--- config.mk ---
export PLATFORM = sky130hd
export DESIGN_NAME = rtc_irq_emu
export DESIGN_NICKNAME = d
export VERILOG_FILES = /design/src/rtl/rtc_emu_pkg.sv /design/src/rtl/rtc_rate_sel.sv /design/src/rtl/rtc_tick_sched.sv /design/src/rtl/rtc_flag_gen.sv /design/src/rtl/rtc_irq_emu.sv
export SDC_FILE = /design/constraint.sdc
export NUM_CORES = 1
export LEC_CHECK = 0
export ABC_AREA = 1
export BUFFER_PORTS_ARGS = -buffer_cell sky130_fd_sc_hd__buf_2
export CAP_MARGIN = 20
export CORE_UTILIZATION = 60
export DETAILED_ROUTE_END_ITERATION = 8
export PLACE_DENSITY = 0.83
export SETUP_SLACK_MARGIN = 0.2
export SYNTH_ARGS = -nofsm -noshare
export SYNTH_HDL_FRONTEND = slang
export SYNTH_SLANG_ARGS = --single-unit
--- constraint.sdc ---
create_clock -name clk -period 5.9 [get_ports clk]
set_input_delay 1.18 -clock clk [delete_from_list [all_inputs] [get_ports clk]]
set_output_delay 1.18 -clock clk [all_outputs]
set_load 0.01 [all_outputs]
--- src/rtl/rtc_emu_pkg.sv ---
package rtc_emu_pkg;

    typedef enum logic [1:0] {
        SCH_IDLE  = 2'd0,
        SCH_WAIT  = 2'd1,
        SCH_CATCH = 2'd2
    } sch_state_e;

    localparam int FLAG_W      = 16;
    localparam int FLG_UPD     = 4;
    localparam int FLG_ALM     = 5;
    localparam int FLG_PER     = 6;
    localparam int FLG_IRQ     = 7;
    localparam int FLG_CNT_LSB = 8;

endpackage

--- src/rtl/rtc_rate_sel.sv ---
module rtc_rate_sel #(
    parameter int CNT_W    = 32,
    parameter int CNT_LOG2 = 20,
    parameter int DEF_LOG2 = 6,
    parameter int MAX_LOG2 = 13,
    parameter int RATE_W   = 4,
    parameter int LIM_W    = 8
) (
    input  logic [RATE_W-1:0] rate_code,
    input  logic              per_en,
    output logic [CNT_W-1:0]  delta,
    output logic [LIM_W-1:0]  limit
);

    localparam logic [CNT_W-1:0] ONE_C  = CNT_W'(1);
    localparam logic [CNT_W-1:0] DFLT_C = ONE_C << (CNT_LOG2 - DEF_LOG2);

    logic [RATE_W-1:0] code_c;
    logic [CNT_W-1:0]  per_delta;

    always_comb begin
        // clamp the requested exponent into the legal range
        code_c = rate_code;
        if (rate_code < RATE_W'(1)) begin
            code_c = RATE_W'(1);
        end else if (rate_code > RATE_W'(MAX_LOG2)) begin
            code_c = RATE_W'(MAX_LOG2);
        end

        per_delta = ONE_C << (CNT_LOG2 - int'(code_c));

        // slow rates divide the polling tick; fast rates shorten the tick
        if (code_c <= RATE_W'(DEF_LOG2)) begin
            limit = LIM_W'(1) << (DEF_LOG2 - int'(code_c));
        end else begin
            limit = '0;
        end

        delta = (per_en && (limit == '0)) ? per_delta : DFLT_C;
    end

endmodule

--- src/rtl/rtc_tick_sched.sv ---
module rtc_tick_sched
    import rtc_emu_pkg::*;
#(
    parameter int CNT_W  = 32,
    parameter int LOST_W = 8
) (
    input  logic              clk,
    input  logic              rst_n,
    input  logic              any_en,
    input  logic [CNT_W-1:0]  cnt_now,
    input  logic [CNT_W-1:0]  delta,
    output logic              eval,
    output logic [LOST_W-1:0] lost
);

    typedef struct packed {
        sch_state_e        state;
        logic [CNT_W-1:0]  target;
        logic [LOST_W-1:0] lost;
    } sched_t;

    sched_t s_d, s_q;
    logic [CNT_W-1:0] diff;
    logic             ahead;

    always_comb begin
        s_d   = s_q;
        eval  = 1'b0;
        diff  = cnt_now - s_q.target;
        ahead = diff[CNT_W-1];

        unique case (s_q.state)
            SCH_IDLE: begin
                if (any_en) begin
                    s_d.target = cnt_now + delta;
                    s_d.state  = SCH_WAIT;
                end
            end
            SCH_WAIT: begin
                if (!ahead) begin
                    s_d.target = s_q.target + delta;
                    s_d.lost   = '0;
                    s_d.state  = SCH_CATCH;
                end
            end
            SCH_CATCH: begin
                if (ahead) begin
                    eval      = 1'b1;
                    s_d.state = SCH_WAIT;
                end else begin
                    s_d.target = s_q.target + delta;
                    if (s_q.lost != '1) begin
                        s_d.lost = s_q.lost + LOST_W'(1);
                    end
                end
            end
            default: s_d.state = SCH_IDLE;
        endcase

        if (!any_en) begin
            s_d.state = SCH_IDLE;
            eval      = 1'b0;
        end
    end

    always_ff @(posedge clk) begin
        if (!rst_n) begin
            s_q <= '{state: SCH_IDLE, target: '0, lost: '0};
        end else begin
            s_q <= s_d;
        end
    end

    assign lost = s_q.lost;

endmodule

--- src/rtl/rtc_flag_gen.sv ---
module rtc_flag_gen
    import rtc_emu_pkg::*;
#(
    parameter int SEC_W  = 6,
    parameter int MIN_W  = 6,
    parameter int HR_W   = 5,
    parameter int LOST_W = 8,
    parameter int LIM_W  = 8,
    parameter int PCNT_W = 16
) (
    input  logic              clk,
    input  logic              rst_n,
    input  logic              upd_en,
    input  logic              alm_en,
    input  logic              per_en,
    input  logic              eval,
    input  logic [LOST_W-1:0] lost,
    input  logic [LIM_W-1:0]  limit,
    input  logic [SEC_W-1:0]  tod_sec,
    input  logic [MIN_W-1:0]  tod_min,
    input  logic [HR_W-1:0]   tod_hr,
    input  logic [SEC_W-1:0]  alm_sec,
    input  logic [MIN_W-1:0]  alm_min,
    input  logic [HR_W-1:0]   alm_hr,
    output logic [FLAG_W-1:0] flags,
    output logic              irq_pulse,
    output logic              tick_seen,
    output logic [LOST_W-1:0] missed
);

    localparam int PS_W = PCNT_W + 1;

    typedef struct packed {
        logic              upd_en;
        logic [SEC_W-1:0]  prev_sec;
        logic              prev_ok;
        logic [PCNT_W-1:0] pcnt;
        logic [FLAG_W-1:0] flags;
        logic              irq;
        logic              tick;
        logic [LOST_W-1:0] missed;
    } fg_t;

    fg_t f_d, f_q;
    logic            upd_rise;
    logic            uf, af, pf;
    logic [PS_W-1:0] psum;

    always_comb begin
        f_d        = f_q;
        f_d.irq    = 1'b0;
        f_d.tick   = 1'b0;
        f_d.upd_en = upd_en;
        upd_rise   = upd_en && !f_q.upd_en;
        uf         = 1'b0;
        af         = 1'b0;
        pf         = 1'b0;
        psum       = PS_W'(f_q.pcnt) + PS_W'(lost) + PS_W'(1);

        if (eval) begin
            f_d.tick   = 1'b1;
            f_d.missed = lost;

            if (upd_en && !upd_rise) begin
                uf           = f_q.prev_ok && (tod_sec != f_q.prev_sec);
                f_d.prev_sec = tod_sec;
                f_d.prev_ok  = 1'b1;
            end

            af = alm_en && (tod_hr == alm_hr) && (tod_min == alm_min)
                        && (tod_sec == alm_sec);

            if (per_en) begin
                if (psum >= PS_W'(limit)) begin
                    pf       = 1'b1;
                    f_d.pcnt = '0;
                end else begin
                    f_d.pcnt = psum[PCNT_W-1:0];
                end
            end

            if (uf || af || pf) begin
                f_d.flags                           = '0;
                f_d.flags[FLG_UPD]                  = uf;
                f_d.flags[FLG_ALM]                  = af;
                f_d.flags[FLG_PER]                  = pf;
                f_d.flags[FLG_IRQ]                  = 1'b1;
                f_d.flags[FLAG_W-1:FLG_CNT_LSB]     = (FLAG_W-FLG_CNT_LSB)'(1);
                f_d.irq                             = 1'b1;
            end
        end

        if (upd_rise) begin
            f_d.prev_ok = 1'b0;
        end
        if (!per_en) begin
            f_d.pcnt = '0;
        end
    end

    always_ff @(posedge clk) begin
        if (!rst_n) begin
            f_q <= '0;
        end else begin
            f_q <= f_d;
        end
    end

    assign flags     = f_q.flags;
    assign irq_pulse = f_q.irq;
    assign tick_seen = f_q.tick;
    assign missed    = f_q.missed;

endmodule

--- src/rtl/rtc_irq_emu.sv ---
module rtc_irq_emu
    import rtc_emu_pkg::*;
#(
    parameter int CNT_LOG2 = 20,
    parameter int DEF_LOG2 = 6,
    parameter int MAX_LOG2 = 13,
    parameter int LOST_W   = 8,
    parameter int LIM_W    = 8,
    parameter int PCNT_W   = 16
) (
    input  logic                clk,
    input  logic                rst_n,
    input  logic [31:0]         cnt_now,
    input  logic                upd_en,
    input  logic                alm_en,
    input  logic                per_en,
    input  logic [3:0]          rate_code,
    input  logic [5:0]          tod_sec,
    input  logic [5:0]          tod_min,
    input  logic [4:0]          tod_hr,
    input  logic [5:0]          alm_sec,
    input  logic [5:0]          alm_min,
    input  logic [4:0]          alm_hr,
    output logic                irq_pulse,
    output logic [15:0]         flags,
    output logic                tick_seen,
    output logic [LOST_W-1:0]   missed_ticks
);

    localparam int CNT_W = 32;

    logic              any_en;
    logic [CNT_W-1:0]  delta;
    logic [LIM_W-1:0]  limit;
    logic              eval;
    logic [LOST_W-1:0] lost;

    assign any_en = upd_en || alm_en || per_en;

    rtc_rate_sel #(
        .CNT_W    (CNT_W),
        .CNT_LOG2 (CNT_LOG2),
        .DEF_LOG2 (DEF_LOG2),
        .MAX_LOG2 (MAX_LOG2),
        .RATE_W   (4),
        .LIM_W    (LIM_W)
    ) u_rate (
        .rate_code (rate_code),
        .per_en    (per_en),
        .delta     (delta),
        .limit     (limit)
    );

    rtc_tick_sched #(
        .CNT_W  (CNT_W),
        .LOST_W (LOST_W)
    ) u_sched (
        .clk     (clk),
        .rst_n   (rst_n),
        .any_en  (any_en),
        .cnt_now (cnt_now),
        .delta   (delta),
        .eval    (eval),
        .lost    (lost)
    );

    rtc_flag_gen #(
        .SEC_W  (6),
        .MIN_W  (6),
        .HR_W   (5),
        .LOST_W (LOST_W),
        .LIM_W  (LIM_W),
        .PCNT_W (PCNT_W)
    ) u_flags (
        .clk       (clk),
        .rst_n     (rst_n),
        .upd_en    (upd_en),
        .alm_en    (alm_en),
        .per_en    (per_en),
        .eval      (eval),
        .lost      (lost),
        .limit     (limit),
        .tod_sec   (tod_sec),
        .tod_min   (tod_min),
        .tod_hr    (tod_hr),
        .alm_sec   (alm_sec),
        .alm_min   (alm_min),
        .alm_hr    (alm_hr),
        .flags     (flags),
        .irq_pulse (irq_pulse),
        .tick_seen (tick_seen),
        .missed    (missed_ticks)
    );

endmodule

* Yosys cells after proc, flatten, opt, wreduce, memory -nomap -nowiden
Cells that the tools add are included.
Cells by class: muxes and demuxes 23, multipliers 0, shifts and indexed selects 2, bitwise logic cells 1, div/mod/pow operators 0, $add $sub $neg 8, equality and inequality tests 12, reductions and logical operators 27, magnitude comparators 4
Operators by type and width (count):
- $pmux W32 S3 | 1
- $add A32 B32 Y32 | 2
- $mux W42 | 1
- $mux W40 | 1
- $mux W34 | 1
- $mux W32 | 1
- $shl A1 B32 Y32 const A | 1
- $shl A1 B32 Y8 const A | 1
- $sub A32 B32 Y32 | 1
- $add A16 B8 Y17 | 1
- $add A17 B1 Y17 const B | 1
- $ge A17 B8 Y1 | 1
- $mux W16 | 1
- $mux W8 | 2
- $pmux W8 S2 | 1
- $eq A6 B6 Y1 | 2
- $reduce_and A2 Y1 | 6
- $mux W1 | 9
- $mux W9 | 1
- $add A8 B1 Y8 const B | 1
- $logic_not A8 Y1 | 1
- $mux W4 | 2
- $ne A8 B8 Y1 const B | 1
- $reduce_and A4 Y1 | 2
- other kinds (22) | 35
Storage, ports and cells: ROM bits 0, output and inout bits 26, latch bits 0, memories 0, bits in writable memories 0, word-level logic and storage cells 88, bits in registers 80

* Depth between registers and ports, before layout
Gate-level depths: netlist (run 1).
depth after elaboration 12, mapped depth 27, depth with buffers taken out 25

* Cells and area by module
From an unflattened synthesis (run 1), not the netlist that was laid out.
Unflattened totals: cells, all modules 1373, area total of the unflattened synthesis 8400.6 µm²
Modules (own cells, without submodules):
- rtc_tick_sched | area each 4957.3 µm², times used 1, cells each 814
- rtc_flag_gen | area each 2800.2 µm², times used 1, cells each 436
- rtc_rate_sel | area each 631.9 µm², times used 1, cells each 120
- rtc_irq_emu | area each 11.3 µm², times used 1, cells each 3

* Worst setup path after synthesis (run 1)
OpenSTA, ideal clock, no wires.
path type input-to-reg, from input port rate_code[2], to register u_sched.s_q[26] (netlist name), data arrival time 4636 ps, stages 26, path buffers 2, slack 1194 ps, cell sequence buf_2 > inv_2 > a31oi_2 > inv_1 > nor2_1 > inv_1 > ha_1 > xor2_1 > a211oi_2 > nand2_2 > buf_6 > nor2_1 > ha_1 > fa_1 > nand3_1 > nand2_1 > nand2_1 > nand2_1 > inv_1 > o21ai_2 > nand2_1 > nand2_1 > a21oi_1 > xnor2_1 > nand2_1 > a21oi_1
Between the ends: longest elaborated chain between the ends 12, elaborated cells on any way between the ends 19, classes of those cells add/sub (4); order compare (3); shift (2); mux (8); reduce/logical (2)
Ends and longest elaborated chain:
- start: declaration | RTL line rtc_irq_emu.sv:17 | input logic [3:0] rate_code,
- $gt A4 B4 Y1 | RTL line rtc_rate_sel.sv:26 | end else if (rate_code > RATE_W'(MAX_LOG2)) begin
- $mux W4 | RTL line rtc_rate_sel.sv:26
- $mux W4 * | RTL line rtc_rate_sel.sv:24 | if (rate_code < RATE_W'(1)) begin
- $sub A3 B4 Y5 | RTL line rtc_rate_sel.sv:34 | limit = LIM_W'(1) << (DEF_LOG2 - int'(code_c));
- $shl A1 B32 Y8 | RTL line rtc_rate_sel.sv:34
- $mux W8 | RTL line rtc_rate_sel.sv:33 | if (code_c <= RATE_W'(DEF_LOG2)) begin
- $logic_not A8 Y1 | RTL line rtc_rate_sel.sv:39 | delta = (per_en && (limit == '0)) ? per_delta : DFLT_C;
- $logic_and A1 B1 Y1 | RTL line rtc_rate_sel.sv:39
- $mux W32 * | RTL line rtc_rate_sel.sv:39
- $add A32 B32 Y32, on equally long branches | RTL line rtc_tick_sched.sv:41, rtc_tick_sched.sv:51, rtc_tick_sched.sv:35
- $mux W40 (tied with other cells) | RTL line rtc_tick_sched.sv:47 | if (ahead) begin
- $pmux W32 S3 * | RTL line rtc_tick_sched.sv:32 | unique case (s_q.state)
- end signal: assignment | RTL line rtc_tick_sched.sv:68 | s_q <= '{state: SCH_IDLE, target: '0, lost: '0};
- end: declaration | RTL line rtc_tick_sched.sv:22 | sched_t s_d, s_q;
Every way passes the cells marked *; elsewhere a longest branch is shown, timed or not. The select of a mux whose other input is x is not followed. A chain may end at the register's enable or synchronous reset.

* Final worst setup path (run 1)
Same ends and word-level chain as after synthesis.

==> results of run 1 <==
final timing paths:
check | start | to | slack, ns | cells past startpoint
max | rate_code[2] | u_sched.s_q[26] | 0.89 | 25
max reg2reg | u_sched.s_q[40] | u_sched.s_q[36] | 1.79 | 18
min | u_flags.f_q[42] | u_flags.f_q[42] | 0.46 | 2
min reg2reg | u_flags.f_q[42] | u_flags.f_q[42] | 0.46 | 2
layer usage:
metal	vias up	share of wire, %
met5	-	0
met4	0	2.1
met3	33	6.1
met2	269	45
met1	3543	47
li1	4122	-
cell usage in the layout, fill, tap and decap left out, types with 4 or more instances in the layout:
| cell type | count |
|---|---|
| ha_1 | 90 |
| clkbuf_16 | 9 |
| nand2_2 | 9 |
| a31oi_1 | 4 |
| o21ai_2 | 7 |
| a21o_1 | 5 |
| nor2_2 | 7 |
| nor3_1 | 16 |
| conb_1 | 18 |
| inv_2 | 5 |
| xnor2_1 | 13 |
| inv_1 | 171 |
| a21oi_1 | 91 |
| xor2_1 | 32 |
| nand2_1 | 283 |
| buf_2 | 89 |
| o21ai_0 | 90 |
| dfxtp_1 | 80 |
| nor4_1 | 6 |
| nand3_2 | 4 |
| a21oi_2 | 19 |
| o21ai_1 | 12 |
| nand4_1 | 14 |
| nor2_1 | 115 |
| nor3_2 | 7 |
| nand3_1 | 59 |
| o21bai_1 | 5 |
final cells by class:
type                    instances  share of cell area (%)
inverters                     180                    7.84
clock buffers                   9                    2.59
well taps                     172                    2.47
clock inverters                 7                   0.733
flip-flops and latches         80                    18.4
repair buffers                 91                    5.29
multi-input cells             942                    62.7
report_power, final:
part	total, W	switching, W	internal [W]
clock	0.000557	0.000262	0.000295
combinational	0.00193	0.00129	0.000641
sequential	0.000699	0.0000466	0.000652
critical path, stage by stage:
cell and delay (ns):
buf_2 0.16, inv_2 0.07, a31oi_2 0.23, inv_1 0.09, nor2_1 0.22, inv_1 0.13
ha_1 0.25, xor2_1 0.39, a211oi_2 0.17, nand2_2 0.28, nor2_1 0.08, ha_1 0.26
fa_1 0.41, nand3_1 0.10, nand2_1 0.14, nand2_1 0.10, nand2_1 0.10, inv_1 0.12
o21ai_2 0.09, nand2_1 0.07, nand2_1 0.11, a21oi_1 0.21, xnor2_1 0.14, nand2_1 0.06
a21oi_1 0.12
sequential cells by signal (all words and copies together) (netlist names):
| register | cells |
|---|---|
| u_sched.lost | 8 |
| u_flags.f_q | 24 |
| u_flags.flags | 4 |
| u_flags.irq_pulse | 1 |
| u_flags.missed | 8 |
| u_flags.tick_seen | 1 |
| u_sched.s_q | 34 |
cells by family (layout without fill, tap and decap cells):
family                     count (synthesis)  in the layout  share of synthesized area [%]
xor gates and xnor gates                  45             45                           4.92
adders and majority gates                 92             92                           14.5
muxes                                      1              1                          0.125
other                                      1             18                         0.0468
DFF                                       80             80                           20.0
and+or+nand+nor                          537            537                           29.8
AOI/OAI and AO/OA                        249            249                           17.9
buffers and inverters                    229            287                           12.7
through the flow:
| step | cells | area (um2) | total power (W) | setup WS [ns] |
|---|---|---|---|---|
| after CTS | 1481 | 8710 | 0.00317 | 0.985 |
| after floorplan | 1251 | 8080 | 0.00225 | 1.19 |
| after global placement | 1465 | 8420 | 0.00257 | 0.780 |
| after detailed placement | 1465 | 8420 | 0.00260 | 0.636 |
| final | 1481 | 8710 | 0.00319 | 0.886 |
| after global routing | 1481 | 8710 | 0.00349 | 0.477 |
==> results.md, run 1 <==
- The global placer's final weighted congestion is 0.987.
- The count of filler cells inserted in the layout is 1156.
- The number of design-rule violations left by the first detailed-router iteration is 592.
- The via count of the first global-routing pass is 7247.
- The number of failing hold endpoints at the final stage is 0.
- The post-synthesis async set-or-reset flop share is 0%.
- nand2_1 is the most common cell in the netlist.
- The wire length after detailed routing is 19700 um.
- The clock sink total is 80.
- The flip-flop and latch count after synthesis is 80.
- The detail route stage leaves a number of antenna-violating nets equal to 0.
- The final core utilization is 67.9%.
- Max-cap violations in this run came to 0.
- Global routing used 29.3% of the available tracks across all layers.
- The met1 usage in global routing is 38.7%.
- Once the floorplan was initialized, standard cells occupied 62.5% of the core.
- The max-slew headroom at the worst pin is 41.9%.
- At the worst endpoint, the arrival time is 5.30 ns.
- The minimum clock period is 5.01 ns.
- The number of distinct standard cells referenced by the synthesized netlist is 57.
- The number of levels in the clock H-tree is 3.
- The number of pins with negative max-slew slack in the final report is 0.
- The clock-pin transition on the worst setup and hold timing paths is 0.07 ns.
- The synthesized instance count is 1234.
- The count of pins on the block boundary is 101.
- Along the worst path, the maximum fanout reaches 15.
- Static timing analysis puts the maximum clock frequency at 199 MHz.
- The worst min-delay path class is register to register.
- The most used flip-flop cell after synthesis is dfxtp_1.
- The clock root buffer is clkbuf_16.
- Before antenna repair, the detailed router went through 5 iterations.
- IR analysis of the VDD net gives a maximum drop of 0.000242 V.
- The area fraction of the dominant cell type after synthesis is 20.0%.
- The kind of critical path is input pin to register.
- Summing all flip-flop and latch instances after layout gives 1600 um2.
- In the routed layout, each cell is associated on average with a via count of 5.38.
- The worst clock skew is 0.0124 ns.
- The die boundary height is 118 um.
- In the final routed layout, each cell accounts on average for 13.3 um.
- The global routing stage identified its most utilized layer as met2.
- The number of antenna violations at the first check in global routing is 0.
- The average instance in the mapped netlist occupies 6.50 um2.
- In this run the static leakage power is 4.43 nW.
- The number of instances resized during post-cts repair is 0.
- Setup repair after global routing left no endpoint under its margin.
- Summed over all layers, the global routing overflow is 0.
- The number of buffers added to fix hold violations after cts is 0.
- For the worst-skew pair, the clock arrives at the later sink with an insertion delay of 0.36 ns.
- The number of antenna diodes in the final layout is 0.
- The via count of the routed design is 7967.
- Setup violations remaining at the end of the flow were counted as 0.
- Dividing total power by cell area gives a power density of 366 nW/um2.
- The share of the yosys chip area belonging to registers is 20.0%.
- The total of buffers placed on input and output ports is 89.
- The final setup TNS is 0 ns.
- The measured slew at the worst slew-check pin is 0.871 ns.
- The met2 global-route usage is 48.3%.
- The worst setup path is captured at a register.
- Sorting the synthesized cells by area gives the leading types as dfxtp_1 20%, ha_1 14%, nand2_1 13%, inv_1 8.0%, a21oi_1 5.7%.
- The die covers 13800 um2.
- The met3 capacity usage during global routing is 4.22%.
- Of the cells placed in the final design, the portion with a size suffix greater than 1 is 14.0%.
- During synthesis, Yosys emitted a total of 0 warnings.
- The row count is 41.
- TritonCTS built the clock tree.
- Entering global routing, the biggest net connects 47 pins.
- Dividing the final minimum period by the clock period gives 85.0%.
- The run finished with clean final reports.
- For this run, design rule violations remaining after detail routing come to 0.
- In this run the horizontal extent of the chip is 118 um.
- The CTS buffer count is 9.
- By count the netlist is led by 283 x nand2_1, 171 x inv_1, 115 x nor2_1, 91 x a21oi_1.
- Detailed placement ended at an HPWL of 15700 um.
- At the worst endpoint, the required time is 6.18 ns.
- The leading area contributor after synthesis is dfxtp_1.
- The area of the multi-input gates is 5460 um2.
- Final hold analysis gives a worst-case slack of 0.459 ns.
- The global-route wire length before repair is 33500 um.
- The buffer count from post-CTS setup fixing is 0.
- The worst setup path is launched from an input pin.
- From synthesis to final layout, the design area changed by 8.65%.
- The synthesized design contains 0 enable-type register cells.
- The maximum count of clock buffers along a single path is 2.
- After synthesis the cells add up to 8020 um2.
- The floorplan step defined a core boundary enclosing 12800 um2.
- The layout net count is 1471.
Note: power is estimated with default switching activity, not from simulation.
==> run 2, diff against run 1 <==
Settings changed: CORE_UTILIZATION 60 to 54, PLACE_DENSITY 0.83 to 0.79.
Clock period 5.9 ns to 4.6 ns, I/O delays scaled along.
==> run 2 against run 1 <==
  * Non-clock buffer count up 17
  * Critical path depth up 1
  * Wire length up 3.2%
  * Combinational power up 31%
  * Register-to-register slack worse by 0.74 ns
  * Clock power up 38%
  * Total power up 31%
  * Sequential cell count unchanged
  * Global-route usage down 2.1 points
  * Critical endpoint unchanged
  * Largest cell class unchanged
==> results.md, run 2 (synthesis gave the netlist of run 1 again) <==
- The run finished with clean final reports.
- The sequential fraction of design power is 21.4%.
- For this configuration, the core starts out at a cell density of 55.2%.
- The clock tree from TritonCTS is built.
- Leaving out fill and tap cells, the most frequent cell in the layout is nand2_1.
- Timing would allow up to 236 MHz.
- The combined global-route utilization of all metal layers is 27.2%.
- The worst min-delay path class is register to register.
- The final setup TNS is 0 ns.
- The final layout contains 1489 nets.
- In the final layout, flip-flops and latches occupy 1600 um2.
- The worst setup slack before clock tree synthesis is -0.106 ns.
- After global routing the overflow that remains totals 0.
- The count of inserted antenna diode cells is 0.
- Compared with the post-synthesis result, the final layout area differs by 11.7%.
- The worst clock skew is 0.00833 ns.
- The measured slew at the worst slew-check pin is 0.528 ns.
- The final clock period utilization by the worst path is 92.0%.
- STA puts the critical path data arrival time at 4.52 ns.
- The region available for standard cell placement spans 14500 um2.
- The global-route wire length before repair is 32700 um.
- The detailed-route wire length per cell is 13.5 um.
- Summing internal, switching and leakage power gives 0.00418 W.
- For the worst setup path, the data required time is 4.88 ns.
- In this run the horizontal extent of the chip is 124 um.
- The flip-flop count of the largest register, all copies and words added is 34.
- In this run the remaining antenna-violating nets after routing total 0.
- The library cell contributing the largest single delay on the critical path is ha_1.
- The power dissipated by switching net loads is 0.00206 W.
- In the routed design, unresolved DRC markers number 0.
- The total of buffers placed on input and output ports is 89.
- The number of antenna violations at the first check in global routing is 0.
- The detailed router finished its first iteration with 493 violations.
- Once layout is done, the placed cells without fillers occupy 8960 um2.
- Summing all multi-input logic gate instances after layout gives 5540 um2.
- The cell count after placement is 1490.
- Setup violations remaining at the end of the flow were counted as 0.
- The analysis attributes to cell leakage a power of 4.54 nW.
- Dividing total power by cell area gives a power density of 467 nW/um2.
- The number of pins with negative max-slew slack in the final report is 0.
- The placement-stage cell area is 8540 um2.
- The minimum clock period is 4.23 ns.
- The congestion estimate from routability-driven global placement came to 0.981.
- Across all setup checks in the final design, the least slack found is 0.368 ns.
- The pin count of the biggest net entering global routing is 62.
- The largest registers in the layout are u_sched.s_q: 34 flops, u_flags.f_q: 24 flops.
- The internal portion of the total power is 0.00212 W.
- Across the VDD grid, the largest voltage drop is 0.000306 V.
- The H-tree was split into 3 levels.
- The kind of critical path is input pin to register.
- The register with the most flip-flops is u_sched.s_q.
- The final cell count without fillers is 1511.
- Headroom to the max-slew limit came out at 64.8%.
- The nature of the critical path endpoint is a register.
- Counting the buffers created by CTS gives 9.
- The library cells used most frequently in the layout, excluding fill and tap cells, are 281 x nand2_1, 171 x inv_1, 113 x nor2_1.
- STA classifies the critical path startpoint as an input pin.
- For this design, the sink count on the clock tree is 80.
- The full die area is 15300 um2.
- Setup repair after global routing could not meet its margin everywhere.
- The via count of the routed design is 8054.
- The iteration count of the initial detailed-routing pass is 6.
- The tool flagged a number of max-cap violations equal to 0.
- In this run the count of I/O pins placed on the die edge is 101.
- The clock root buffer is clkbuf_16.
- The routed via count divided by cell count is 5.33.
- The wire length after detailed routing is 20400 um.
- The proportion of power drawn by combinational gates is 60.3%.
- The share of final-layout standard cells stronger than drive strength 1 is 16.2%.
- The critical path's most frequent cell is nand2_1.
- After clock tree synthesis, the clock-pin slew on the worst setup and hold paths is 0.07 ns.
- At the later pin of the worst-skew pair, clock insertion delay measures 0.36 ns.
- The via count of the first global-routing pass is 7111.
- Detailed placement finished with a half-perimeter wire length of 16200 um.
- The maximum count of clock buffers along a single path is 2.
- The number of failing hold endpoints at the final stage is 0.
- The row count is 44.
- The count of filler cells inserted in the layout is 1404.
- The clock network is responsible for 18.3% of the overall power.
- The switching part of the total power is 49.3%.
- The largest single stage delay on the critical path is 0.30 ns.
- Buffers inserted to repair hold after CTS numbered 0.
- The die boundary height is 124 um.
- The highest net fanout along the worst path is 6.
-- run 2: cell types whose count changed in the layout (fill, tap and decap cells not counted), sizes merged --
| cell | delta |
|---|---|
| clkinv | -1 |
| buf | +17 |
| inv | +1 |
| clkinvlp | -1 |
| nand2 | +1 |
| bufinv | +1 |
-- run 2: power groups by stage --
stage	logic, W	registers (W)	clock network, W
after CTS	0.00247	0.000892	0.000775
after detailed placement	0.00245	0.000908	0
after global routing	0.00286	0.000904	0.000803
after floorplan	0.00199	0.000895	0
after global placement	0.00241	0.000905	0
final	0.00252	0.000893	0.000766
-- run 2: metal layers --
layer | global-route usage [%] | vias to the layer above | part of all wire (%)
li1 | - | 4167 | -
met1 | 36.7 | 3610 | 47
met2 | 43.8 | 235 | 45
met3 | 2.84 | 42 | 5.1
met4 | 11.5 | 0 | 2.7
met5 | 0 | - | 0
-- run 2: worst paths after layout --
kind         cells past startpoint       startpoint         endpoint  slack (ns)
max reg2reg                     16  u_sched.s_q[40]  u_sched.s_q[37]        1.05
max                             26     rate_code[3]  u_sched.s_q[26]        0.37
min                              2  u_flags.f_q[45]  u_flags.f_q[45]        0.46
min reg2reg                      2  u_flags.f_q[45]  u_flags.f_q[45]        0.46
-- run 2: critical path: cells and delay by family --
kind            cells  cell delay [ns]
compound gates      6             1.06
buf+inv             7             0.86
simple gates        9             0.79
fa+ha+maj           2             0.55
xor+xnor            2             0.34
-- run 2: layout make-up --
type	instances	area share (%)
repair buffers	108	6.57
well taps	184	2.57
inverters	180	7.63
clock buffers	9	2.51
flip-flops and latches	80	17.9
clock inverters	7	0.936
multi-input cells	943	61.9
-- run 2: what timing repair did --
action	4_1_cts	5_1_grt
setup buffers	0	4
gates resized for setup	0	17
endpoints found under the setup margin	0	20
-- run 2: per-stage QoR --
stage | hold WS (ns) | utilization, %
2_1_floorplan | 0.435 | -
3_3_place_gp | 0.446 | 58.8
3_5_place_dp | 0.449 | 58.8
4_1_cts | 0.460 | 60.9
5_1_grt | 0.469 | 61.6
6_report | 0.460 | 61.6
